**src/rtl/mpkt_pkg.sv**
```systemverilog
package mpkt_pkg;
  localparam int DATA_BITS  = 8;
  localparam int FRAME_BITS = DATA_BITS + 3;
  localparam int DELTA_BITS = DATA_BITS + 1;

  // status byte field positions
  localparam int ST_LEFT  = 0;
  localparam int ST_RIGHT = 1;
  localparam int ST_SYNC  = 3;
  localparam int ST_XSIGN = 4;
  localparam int ST_YSIGN = 5;
  localparam int ST_XOVF  = 6;
  localparam int ST_YOVF  = 7;

  typedef enum logic [1:0] {SLOT_STAT = 2'd0, SLOT_X = 2'd1, SLOT_Y = 2'd2} slot_e;

  // frame bits after full shift: [0]=start, [8:1]=data, [9]=parity, [10]=stop
  function automatic logic odd_ok(input logic [DATA_BITS-1:0] d, input logic p);
    return ^{d, p};
  endfunction

  function automatic logic frame_ok(input logic [FRAME_BITS-1:0] f);
    return (f[0] == 1'b0) && (f[FRAME_BITS-1] == 1'b1) &&
           odd_ok(f[DATA_BITS:1], f[DATA_BITS+1]);
  endfunction

  function automatic logic [DELTA_BITS-1:0] to_delta(input logic sgn,
                                                     input logic [DATA_BITS-1:0] mag);
    return {sgn, mag};
  endfunction
endpackage

```
**src/rtl/mpkt_line_sync.sv**
```systemverilog
module mpkt_line_sync #(
  parameter int SYNC_STAGES = 2
) (
  input  logic clk,
  input  logic rst_n,
  input  logic ps2_clk,
  input  logic ps2_dat,
  output logic clk_fall,
  output logic dat_s
);
  logic [SYNC_STAGES-1:0] c_pipe, d_pipe;
  logic c_prev;

  for (genvar i = 0; i < SYNC_STAGES; i++) begin : g_stage
    if (i == 0) begin : g_first
      always_ff @(posedge clk) begin
        if (!rst_n) begin
          c_pipe[0] <= 1'b1;
          d_pipe[0] <= 1'b1;
        end else begin
          c_pipe[0] <= ps2_clk;
          d_pipe[0] <= ps2_dat;
        end
      end
    end else begin : g_next
      always_ff @(posedge clk) begin
        if (!rst_n) begin
          c_pipe[i] <= 1'b1;
          d_pipe[i] <= 1'b1;
        end else begin
          c_pipe[i] <= c_pipe[i-1];
          d_pipe[i] <= d_pipe[i-1];
        end
      end
    end
  end

  always_ff @(posedge clk) begin
    if (!rst_n) c_prev <= 1'b1;
    else        c_prev <= c_pipe[SYNC_STAGES-1];
  end

  assign clk_fall = c_prev & ~c_pipe[SYNC_STAGES-1];
  assign dat_s    = d_pipe[SYNC_STAGES-1];

  AST_FALL_NOT_TWICE: assert property (@(posedge clk) disable iff (!rst_n)
    clk_fall |=> !clk_fall);
endmodule

```
**src/rtl/mpkt_frame_rx.sv**
```systemverilog
module mpkt_frame_rx
  import mpkt_pkg::*;
#(
  parameter int GAP_CYCLES = 200000
) (
  input  logic                 clk,
  input  logic                 rst_n,
  input  logic                 clk_fall,
  input  logic                 dat_s,
  output logic                 frame_stb,
  output logic                 frame_err,
  output logic [DATA_BITS-1:0] frame_byte,
  output logic                 gap_stb
);
  localparam int CW = $clog2(FRAME_BITS);
  localparam int GW = $clog2(GAP_CYCLES + 1);
  localparam logic [CW-1:0] LAST_BIT = CW'(FRAME_BITS - 1);
  localparam logic [GW-1:0] GAP_LAST = GW'(GAP_CYCLES - 1);
  localparam logic [GW-1:0] GAP_SAT  = GW'(GAP_CYCLES);

  logic [CW-1:0]         bit_idx;
  logic [FRAME_BITS-1:0] shreg, shreg_nx;
  logic [GW-1:0]         idle_cnt;

  assign shreg_nx = {dat_s, shreg[FRAME_BITS-1:1]};
  assign gap_stb  = (idle_cnt == GAP_LAST) && !clk_fall;

  always_ff @(posedge clk) begin
    if (!rst_n)                   idle_cnt <= '0;
    else if (clk_fall)            idle_cnt <= '0;
    else if (idle_cnt != GAP_SAT) idle_cnt <= idle_cnt + 1'b1;
  end

  always_ff @(posedge clk) begin
    if (!rst_n) begin
      bit_idx    <= '0;
      shreg      <= '0;
      frame_stb  <= 1'b0;
      frame_err  <= 1'b0;
      frame_byte <= '0;
    end else begin
      frame_stb <= 1'b0;
      if (clk_fall) begin
        shreg <= shreg_nx;
        if (bit_idx == LAST_BIT) begin
          bit_idx    <= '0;
          frame_stb  <= 1'b1;
          frame_err  <= !frame_ok(shreg_nx);
          frame_byte <= shreg_nx[DATA_BITS:1];
        end else begin
          bit_idx <= bit_idx + 1'b1;
        end
      end else if (gap_stb) begin
        bit_idx <= '0;
      end
    end
  end

  AST_DONE_AFTER_FALL: assert property (@(posedge clk) disable iff (!rst_n)
    frame_stb |-> $past(clk_fall));
  AST_GAP_CLEARS_BITS: assert property (@(posedge clk) disable iff (!rst_n)
    gap_stb |=> (bit_idx == '0));
  AST_BIT_IDX_RANGE: assert property (@(posedge clk) disable iff (!rst_n)
    clk_fall && (bit_idx == LAST_BIT) |=> frame_stb && (bit_idx == '0));
endmodule

```
**src/rtl/mpkt_assembler.sv**
```systemverilog
module mpkt_assembler
  import mpkt_pkg::*;
(
  input  logic                  clk,
  input  logic                  rst_n,
  input  logic                  frame_stb,
  input  logic                  frame_err,
  input  logic [DATA_BITS-1:0]  frame_byte,
  input  logic                  gap_stb,
  output logic                  left_btn,
  output logic                  right_btn,
  output logic [DELTA_BITS-1:0] delta_x,
  output logic [DELTA_BITS-1:0] delta_y,
  output logic                  ovf_x,
  output logic                  ovf_y,
  output logic                  pkt_valid
);
  slot_e                slot;
  logic [DATA_BITS-1:0] stat_q, x_q;
  logic                 good_frame, misalign;

  assign good_frame = frame_stb && !frame_err;
  assign misalign   = good_frame && (slot == SLOT_STAT) && !frame_byte[ST_SYNC];

  always_ff @(posedge clk) begin
    if (!rst_n) begin
      slot      <= SLOT_STAT;
      stat_q    <= '0;
      x_q       <= '0;
      left_btn  <= 1'b0;
      right_btn <= 1'b0;
      delta_x   <= '0;
      delta_y   <= '0;
      ovf_x     <= 1'b0;
      ovf_y     <= 1'b0;
      pkt_valid <= 1'b0;
    end else begin
      pkt_valid <= 1'b0;
      if (gap_stb || (frame_stb && frame_err)) begin
        slot <= SLOT_STAT;
      end else if (good_frame) begin
        unique case (slot)
          SLOT_STAT: if (frame_byte[ST_SYNC]) begin
            stat_q <= frame_byte;
            slot   <= SLOT_X;
          end
          SLOT_X: begin
            x_q  <= frame_byte;
            slot <= SLOT_Y;
          end
          default: begin
            left_btn  <= stat_q[ST_LEFT];
            right_btn <= stat_q[ST_RIGHT];
            delta_x   <= to_delta(stat_q[ST_XSIGN], x_q);
            delta_y   <= to_delta(stat_q[ST_YSIGN], frame_byte);
            ovf_x     <= stat_q[ST_XOVF];
            ovf_y     <= stat_q[ST_YOVF];
            pkt_valid <= 1'b1;
            slot      <= SLOT_STAT;
          end
        endcase
      end
    end
  end

  AST_ONE_CYCLE_STROBE: assert property (@(posedge clk) disable iff (!rst_n)
    pkt_valid |=> !pkt_valid);
  AST_STROBE_FROM_Y: assert property (@(posedge clk) disable iff (!rst_n)
    pkt_valid |-> $past(frame_stb) && $past(slot == SLOT_Y));
  AST_OUTPUTS_HOLD: assert property (@(posedge clk) disable iff (!rst_n)
    !pkt_valid |-> $stable({left_btn, right_btn, delta_x, delta_y, ovf_x, ovf_y}));
  AST_BAD_FRAME_RESTART: assert property (@(posedge clk) disable iff (!rst_n)
    frame_stb && frame_err |=> (slot == SLOT_STAT) && !pkt_valid);
  AST_MISALIGN_DROP: assert property (@(posedge clk) disable iff (!rst_n)
    misalign |=> (slot == SLOT_STAT));
  AST_GAP_CLEARS_SLOT: assert property (@(posedge clk) disable iff (!rst_n)
    gap_stb |=> (slot == SLOT_STAT));
  AST_SLOT_LEGAL: assert property (@(posedge clk) disable iff (!rst_n)
    slot != 2'd3);
endmodule

```
**src/rtl/ps2_mouse_pkt_dec.sv**
```systemverilog
module ps2_mouse_pkt_dec
  import mpkt_pkg::*;
#(
  parameter int SYNC_STAGES = 2,
  parameter int GAP_CYCLES  = 200000
) (
  input  logic       clk,
  input  logic       rst_n,
  input  logic       ps2_clk_i,
  input  logic       ps2_dat_i,
  output logic       left_btn,
  output logic       right_btn,
  output logic [8:0] delta_x,
  output logic [8:0] delta_y,
  output logic       ovf_x,
  output logic       ovf_y,
  output logic       pkt_valid
);
  logic                 clk_fall, dat_s;
  logic                 frame_stb, frame_err, gap_stb;
  logic [DATA_BITS-1:0] frame_byte;

  mpkt_line_sync #(.SYNC_STAGES(SYNC_STAGES)) u_sync (
    .clk(clk), .rst_n(rst_n), .ps2_clk(ps2_clk_i), .ps2_dat(ps2_dat_i),
    .clk_fall(clk_fall), .dat_s(dat_s)
  );

  mpkt_frame_rx #(.GAP_CYCLES(GAP_CYCLES)) u_frame (
    .clk(clk), .rst_n(rst_n), .clk_fall(clk_fall), .dat_s(dat_s),
    .frame_stb(frame_stb), .frame_err(frame_err), .frame_byte(frame_byte),
    .gap_stb(gap_stb)
  );

  mpkt_assembler u_asm (
    .clk(clk), .rst_n(rst_n), .frame_stb(frame_stb), .frame_err(frame_err),
    .frame_byte(frame_byte), .gap_stb(gap_stb),
    .left_btn(left_btn), .right_btn(right_btn), .delta_x(delta_x),
    .delta_y(delta_y), .ovf_x(ovf_x), .ovf_y(ovf_y), .pkt_valid(pkt_valid)
  );
endmodule

```
**config.mk**
```make
export PLATFORM = sky130hd
export DESIGN_NAME = ps2_mouse_pkt_dec
export DESIGN_NICKNAME = d
export VERILOG_FILES = /design/src/rtl/mpkt_pkg.sv /design/src/rtl/mpkt_line_sync.sv /design/src/rtl/mpkt_frame_rx.sv /design/src/rtl/mpkt_assembler.sv /design/src/rtl/ps2_mouse_pkt_dec.sv
export SDC_FILE = /design/constraint.sdc
export NUM_CORES = 1
export LEC_CHECK = 0
export BUFFER_PORTS_ARGS = -buffer_cell sky130_fd_sc_hd__buf_2
export CAP_MARGIN = 20
export CORE_AREA = 2 2 84 86
export CTS_BUF_LIST = sky130_fd_sc_hd__clkbuf_8
export CTS_CLUSTER_DIAMETER = 50
export CTS_CLUSTER_SIZE = 25
export DETAILED_ROUTE_END_ITERATION = 16
export DIE_AREA = 0 0 86 88
export GPL_ROUTABILITY_DRIVEN = 0
export HOLD_SLACK_MARGIN = 0.1
export MAX_ROUTING_LAYER = met4
export PLACE_DENSITY = 0.74
export SKIP_CTS_REPAIR_TIMING = 1
export SLEW_MARGIN = 10
export SYNTH_ARGS = -nofsm -noshare
export SYNTH_HDL_FRONTEND = slang
export SYNTH_SLANG_ARGS = --single-unit
```
**constraint.sdc**
```tcl
create_clock -name clk -period 1.75 [get_ports clk]
set_input_delay 0.35 -clock clk [delete_from_list [all_inputs] [get_ports clk]]
set_output_delay 0.35 -clock clk [all_outputs]
set_load 0.02 [all_outputs]
```
==> results.md, run 1 <==
* Number of distinct library cells after synthesis at 43
* Num rows at 30
* Register area share after synthesis at 48.81%
* Peak supply drop at 410.7 uV
* Total power per unit cell area at 818.6 nW/um^2
* Clock H-tree levels at 3
* Number of filler cells placed in the layout at 532
* Sum of negative setup slack at -26.00 ps
* Time the worst path needs with I/O delays and setup at 1764 ps
* Synth async-reset ratio at 0%
* Commonest cells after routing, fill and taps aside: sky130_fd_sc_hd__nand2_1 (92), sky130_fd_sc_hd__dfxtp_1 (79), sky130_fd_sc_hd__mux2i_1 (36)
* Master cell of the clock root buffer: sky130_fd_sc_hd__clkbuf_8
* Crit share post-route at 100.8%
* Post-placement cell count at 482
* Net count reported at finish at 430
* Share of cells above drive strength 1 at 21.55%
* Standard cell core area at 6644 um^2
* Gate count of the mapped netlist at 377
* Finished layout cell area at 4203 um^2
* Total detailed-routing wirelength at 6712 um
* Number of enable-type register cells in the synthesized netlist at 0
* Number of nets in the synthesized netlist at 385
* Detail Placement HPWL at 4342 um
* Largest area contributor in the netlist: sky130_fd_sc_hd__dfxtp_1
* Standard cell area after detailed placement at 3846 um^2
* Vias in the first global route at 2352
* Gr ovfl total at 0
* Violations in the final reports: setup timing
* Global-route wire length before repair at 10340 um
* GRT Overall Usage at 17.65%
* Cts bufs inserted at 9
* Clock buffer depth at 2
* Slack of the critical path at -13.84 ps
* Startpoint type of the worst setup path: register
* TritonCTS sink count at 86
* Tot Pwr at 3.440 mW
* Maximum fanout along the worst path at 6
* Clk Latency, worst-skew pair at 360 ps
* Setup repair after global routing missed its margin: true
* Netlist Area Pre-Place at 3527 um^2
* Actual transition at the worst max-transition pin at 323.6 ps
* TritonCTS clock tree: done
* Worst min path class: input pin to register
* Initial antenna violation count at 0
* Outcome: finished, violations left
* Most frequent standard cell in the layout excluding fill and tap cells: sky130_fd_sc_hd__nand2_1
* Antenna-violating nets left at 0
* Final routed wire length divided by cell count at 13.24 um
* Number of iterations in the first detailed-routing pass at 4
* Number of max-cap violations at 0
* Area added between synthesis and finish at 19.16%
* Setup violation total in the final timing report at 3
* Endpoint class of the critical path: register
* Drt initial violations at 113
* Core Util, Final at 63.26%
* Synthesis warning total at 0
* Via count at 2673
* Pin count of the biggest net entering global routing at 29
* Worst relative slew slack at 78.42%
* Post-layout instance count excluding filler cells at 507
* Vertical extent of the die at 88 um
* Ant. Diodes at 0
* Main synth FF type: sky130_fd_sc_hd__dfxtp_1
* Achievable clock frequency at 566.9 MHz
* Full die area at 7568 um^2
* IO buf count at 26
* Detailed-route vias per instance at 5.272
* Type of the worst setup path: register to register
* Post-synthesis sequential element count at 86
* Starting utilization of the core area at 53.09%
* Arrival time at the worst endpoint at 2050 ps
* Count of endpoints failing hold in the final timing report at 0
* I/O pin count at 27
* Critical Path RT at 2040 ps
* Clock transition at the registers of the reported paths at 100 ps
* Synth area leaders: sky130_fd_sc_hd__dfxtp_1 (49%), sky130_fd_sc_hd__mux2i_1 (10%), sky130_fd_sc_hd__nand2_1 (9.8%)
* Die X-Extent at 86 um
* Setup clock skew after layout at 13.40 ps
* Synth top area share at 48.81%
* Leak pwr at 1.843 nW
* Number of pins with negative max-slew slack in the final report at 0
* Mean area per synthesized cell at 9.356 um^2
* Final routed DRC violation total at 0
registers in the layout, indices dropped and copies added, names as in the netlist, 2 cells and up:
register / flops
u_frame.shreg: 10
u_asm.delta_y: 9
u_frame.idle_cnt: 18
u_asm.x_q: 8
u_asm.slot: 2
u_frame.bit_idx: 4
u_asm.stat_q: 6
u_frame.frame_byte: 8
u_asm.delta_x: 9
u_sync.c_pipe: 2
where the power goes:
group	total (mW)	leakage (nW)	internal [mW]	switching [mW]
logic	0.0925	1.04	0.0307	0.0618
registers	1.98	0.698	1.97	0.0132
clock network	1.37	0.102	0.565	0.800
total	3.44	1.84	2.57	0.875
final timing paths:
path,from,end,slack (ps),cells past startpoint
setup / recovery,u_frame.idle_cnt[14],u_asm.delta_x[4],-10,6
hold / removal,ps2_dat_i,u_sync.d_pipe[0],160,2
setup reg to reg,u_frame.idle_cnt[14],u_asm.delta_x[4],-10,6
hold reg to reg,u_sync.d_pipe[0],u_sync.dat_s,420,1
worst max-delay path, stage by stage (launching register included):
cell and delay, ps:
sky130_fd_sc_hd__dfxtp_2 340, sky130_fd_sc_hd__nor4b_4 350, sky130_fd_sc_hd__nand4_4 190, sky130_fd_sc_hd__o31ai_4 330
sky130_fd_sc_hd__buf_6 160, sky130_fd_sc_hd__buf_12 120, sky130_fd_sc_hd__mux2i_1 200
cell type report:
type	instances	area (um^2)	area share, %
flip-flops and latches	86	1733	41.23
multi-input cells	265	1724	41.02
repair buffers	53	424.2	10.09
clock buffers	9	123.9	2.947
well taps	80	100.1	2.382
clock inverters	7	71.32	1.697
inverters	7	26.28	0.6252
metal layers:
| layer | share of wire (%) | vias up | global-route usage, % |
|---|---|---|---|
| met2 | 47 | 30 | 27.48 |
| met1 | 49 | 1257 | 21.94 |
| met3 | 2.9 | 11 | 4.336 |
| li1 | - | 1375 | - |
| met4 | 1.4 | 0 | 7.359 |
| met5 | 0 | - | - |
synthesized netlist by cell type (all sizes together) (4+ instances only):
library cell	count
or4	7
ha	4
inv	7
nand4	4
nand3	8
nand2b	7
nor2b	4
xnor2	6
o31ai	8
mux2i	36
o21ai	7
or3	7
nand2	92
nor2	10
buf	4
clkbuf	15
a21oi	33
dfxtp	86
xor2	6
through the flow:
step           setup WS, ps  hold slack [ps]
6_report             -13.84            165.0
2_1_floorplan        -42.48            386.3
5_1_grt              -81.31            156.0
3_5_place_dp         -30.99            401.7
3_3_place_gp          17.48            393.5
4_1_cts              -39.59            147.2
kinds of logic (layout without fill, tap and decap cells):
kind of cell	Yosys count	count (layout)	share of synthesized area, %
xor+xnor	13	13	3.618
buf+inv	26	76	3.441
simple gates	155	155	21.89
flops	86	86	48.81
mux	36	36	10.22
compound gates	57	57	10.61
fa+ha+maj	4	4	1.419
Note: power is estimated with default switching activity, not from simulation.
==> inputs of run 2 (changes only) <==
--- a/config.mk
+++ b/config.mk
@@ -10,5 +10,5 @@
 export CORE_AREA = 2 2 84 86
 export CTS_BUF_LIST = sky130_fd_sc_hd__clkbuf_8
-export CTS_CLUSTER_DIAMETER = 50
+export CTS_CLUSTER_DIAMETER = 40
 export CTS_CLUSTER_SIZE = 25
 export DETAILED_ROUTE_END_ITERATION = 16
==> constraint.sdc (replaced) <==
create_clock -name clk -period 1.75 [get_ports clk]
set_input_delay 0.175 -clock clk [delete_from_list [all_inputs] [get_ports clk]]
set_output_delay 0.175 -clock clk [all_outputs]
set_load 0.02 [all_outputs]
==> run 2 against run 1 <==
  * The run still ends with setup timing left
  * Sequential cell count is the same
  * Clock skew fell by 0.63 ps
  * Combinational power up 3.9%
  * Maximum frequency is 0.25% higher
  * Sequential share of layout area up 0.32 points
  * Critical path type unchanged
  * Critical endpoint is now u_asm.delta_x[2]
  * Largest cell class unchanged
  * Highest routed layer unchanged
==> results.md, run 2 (synthesized netlist as in run 1, its figures left out) <==
* Arrival time at the worst endpoint at 2060 ps (was 2050 ps)
* Post-layout instance count excluding filler cells at 506 (was 507)
* Antenna-violating nets left at 0 (unchanged)
* Area added between synthesis and finish at 18.41% (was 19.16%)
* TritonCTS sink count at 86 (unchanged)
* Largest register by flop count: u_frame.idle_cnt (unchanged)
* Peak supply drop at 693.3 uV (was 410.7 uV)
* Global routing usage on met1 at 24.56% (was 21.94%)
* Via count at 2687 (was 2673)
* Setup repair after global routing missed its margin: true (unchanged)
* Clock buffer depth at 2 (unchanged)
* Total power per unit cell area at 826.9 nW/um^2 (was 818.6 nW/um^2)
* Met3 demand-to-capacity share in global routing at 3.393% (was 4.336%)
* Time the worst path needs with I/O delays and setup at 1759 ps (was 1764 ps)
* Internal cell power at 2.570 mW (was 2.565 mW)
* Top Registers: u_frame.idle_cnt (18), u_frame.shreg (10) (unchanged)
* Type of the worst setup path: register to register (unchanged)
* Tot Pwr at 3.453 mW (was 3.440 mW)
* Total detailed-routing wirelength at 6707 um (was 6712 um)
* Number of max-cap violations at 0 (unchanged)
* Achievable clock frequency at 568.4 MHz (was 566.9 MHz)
* Gr ovfl total at 0 (unchanged)
* Clock H-tree levels at 3 (unchanged)
* Detailed-route vias per instance at 5.310 (was 5.272)
* Final routed DRC violation total at 0 (unchanged)
* Number of iterations in the first detailed-routing pass at 4 (unchanged)
* Maximum fanout along the worst path at 12 (was 6)
* Outcome: finished, violations left (unchanged)
* Count of endpoints failing hold in the final timing report at 0 (unchanged)
* Num rows at 30 (unchanged)
* Standard cell core area at 6644 um^2 (unchanged)
* Worst min path class: input pin to register (unchanged)
* Post-placement cell count at 482 (unchanged)
* Max FFs per register at 18 (unchanged)
* Slack of the critical path at -9.387 ps (was -13.84 ps)
* I/O pin count at 27 (unchanged)
* TritonCTS clock tree: done (unchanged)
* Master cell of the clock root buffer: sky130_fd_sc_hd__clkbuf_8 (unchanged)
* Vias in the first global route at 2469 (was 2352)
* Clk Latency, worst-skew pair at 360 ps (about the same)
* Switching fraction of total power at 25.57% (was 25.44%)
* Die X-Extent at 86 um (unchanged)
* Clock share of power at 39.8% (was 39.7%)
* GRT Overall Usage at 19.24% (was 17.65%)
* Actual transition at the worst max-transition pin at 386.1 ps (was 323.6 ps)
* Global routing usage on met2 at 29.53% (was 27.48%)
* Register-to-Register Setup Slack at -9 ps (was -10 ps)
* Area of the multi-input gates at 1725 um^2 (was 1724 um^2)
* Number of filler cells placed in the layout at 541 (was 532)
* Setup violation total in the final timing report at 6 (was 3)
* Full die area at 7568 um^2 (unchanged)
* Most frequent standard cell in the layout excluding fill and tap cells: sky130_fd_sc_hd__nand2_1 (unchanged)
* Ant. Diodes at 0 (unchanged)
* Initial antenna violation count at 0 (unchanged)
* Violations in the final reports: setup timing (unchanged)
* Detail Placement HPWL at 4576 um (was 4342 um)
* Endpoint class of the critical path: register (unchanged)
* Number of pins with negative max-slew slack in the final report at 0 (unchanged)
* Proportion of power drawn by combinational gates at 2.8% (was 2.7%)
* Startpoint type of the worst setup path: register (unchanged)
* Worst relative slew slack at 74.26% (was 78.42%)
* Share of cells above drive strength 1 at 20.66% (was 21.55%)
* Leak pwr at 1.822 nW (was 1.843 nW)
* Global-route wire length before repair at 11230 um (was 10340 um)
* Core Util, Final at 62.86% (was 63.26%)
* Net count reported at finish at 429 (was 430)
* Fin Hold WS at 132.0 ps (was 165.0 ps)
* Sequential cell area at 1735 um^2 (was 1733 um^2)
* Clock transition at the registers of the reported paths at 100 ps (about the same)
* Drt initial violations at 166 (was 113)
* Vertical extent of the die at 88 um (unchanged)
* Starting utilization of the core area at 53.09% (unchanged)
* Commonest cells after routing, fill and taps aside: sky130_fd_sc_hd__nand2_1 (92), sky130_fd_sc_hd__dfxtp_1 (79), sky130_fd_sc_hd__mux2i_1 (36) (unchanged)
* Most used routing layer in global routing: met2 (unchanged)
* Net Sw Power at 0.8832 mW (was 0.8752 mW)
* IO buf count at 26 (unchanged)
* Crit share post-route at 100.5% (was 100.8%)
* Critical Path RT at 2050 ps (was 2040 ps)
* Cts bufs inserted at 9 (unchanged)
* Sum of negative setup slack at -28.61 ps (was -26.00 ps)
* Setup clock skew after layout at 12.77 ps (was 13.40 ps)
* Pin count of the biggest net entering global routing at 25 (was 29)
* Sequential group share of total power at 57.4% (was 57.6%)
* Final routed wire length divided by cell count at 13.25 um (was 13.24 um)
-- run 2: worst max-delay path, cell delays in order (launching register included) --
cell	delay [ps]
sky130_fd_sc_hd__dfxtp_2	340
sky130_fd_sc_hd__nor4b_4	340
sky130_fd_sc_hd__nand4_4	160
sky130_fd_sc_hd__o31ai_4	440
sky130_fd_sc_hd__buf_12	210
sky130_fd_sc_hd__mux2i_1	200
-- run 2: final cells by class --
class / count / share of cell area (%)
Sequential cell: 86 / 41.55
Timing Repair Buffer: 52 / 9.317
Tap cell: 80 / 2.397
Clock buffer: 9 / 2.966
Inverter: 7 / 0.6291
Multi-Input combinational cell: 265 / 41.31
Clock inverter: 7 / 1.827
-- run 2: final timing paths --
kind / from / endpoint / depth (start not counted)
worst max register to register: u_frame.idle_cnt[13] / u_asm.delta_x[2] / 5
worst max-delay path: u_frame.idle_cnt[13] / u_asm.delta_x[2] / 5
worst min register to register: u_sync.d_pipe[0] / u_sync.dat_s / 1
worst min-delay path: rst_n / u_sync.c_prev / 2
-- run 2: power by group through the flow --
stage | logic [mW] | clock network [mW] | registers [mW]
floorplan | 0.0679 | 0 | 2.02
global placement | 0.0900 | 0 | 2.03
detailed placement | 0.0912 | 0 | 2.03
CTS | 0.0921 | 1.40 | 1.98
global route | 0.109 | 1.50 | 1.99
finish | 0.0961 | 1.37 | 1.98
-- run 2: layer usage --
layer | routed length (um) | vias up
li1 | - | 1377
met1 | 3157 | 1253
met2 | 3193 | 48
met3 | 246 | 9
met4 | 109 | 0
met5 | 0 | -
-- run 2: per-stage QoR --
| stage | setup WS, ps | cell area [um^2] |
|---|---|---|
| finish | -9.387 | 4177 |
| global route | -77.39 | 4177 |
| CTS | -41.77 | 4046 |
| detailed placement | -34.27 | 3846 |
| global placement | 23.08 | 3846 |
| floorplan | -42.48 | 3548 |
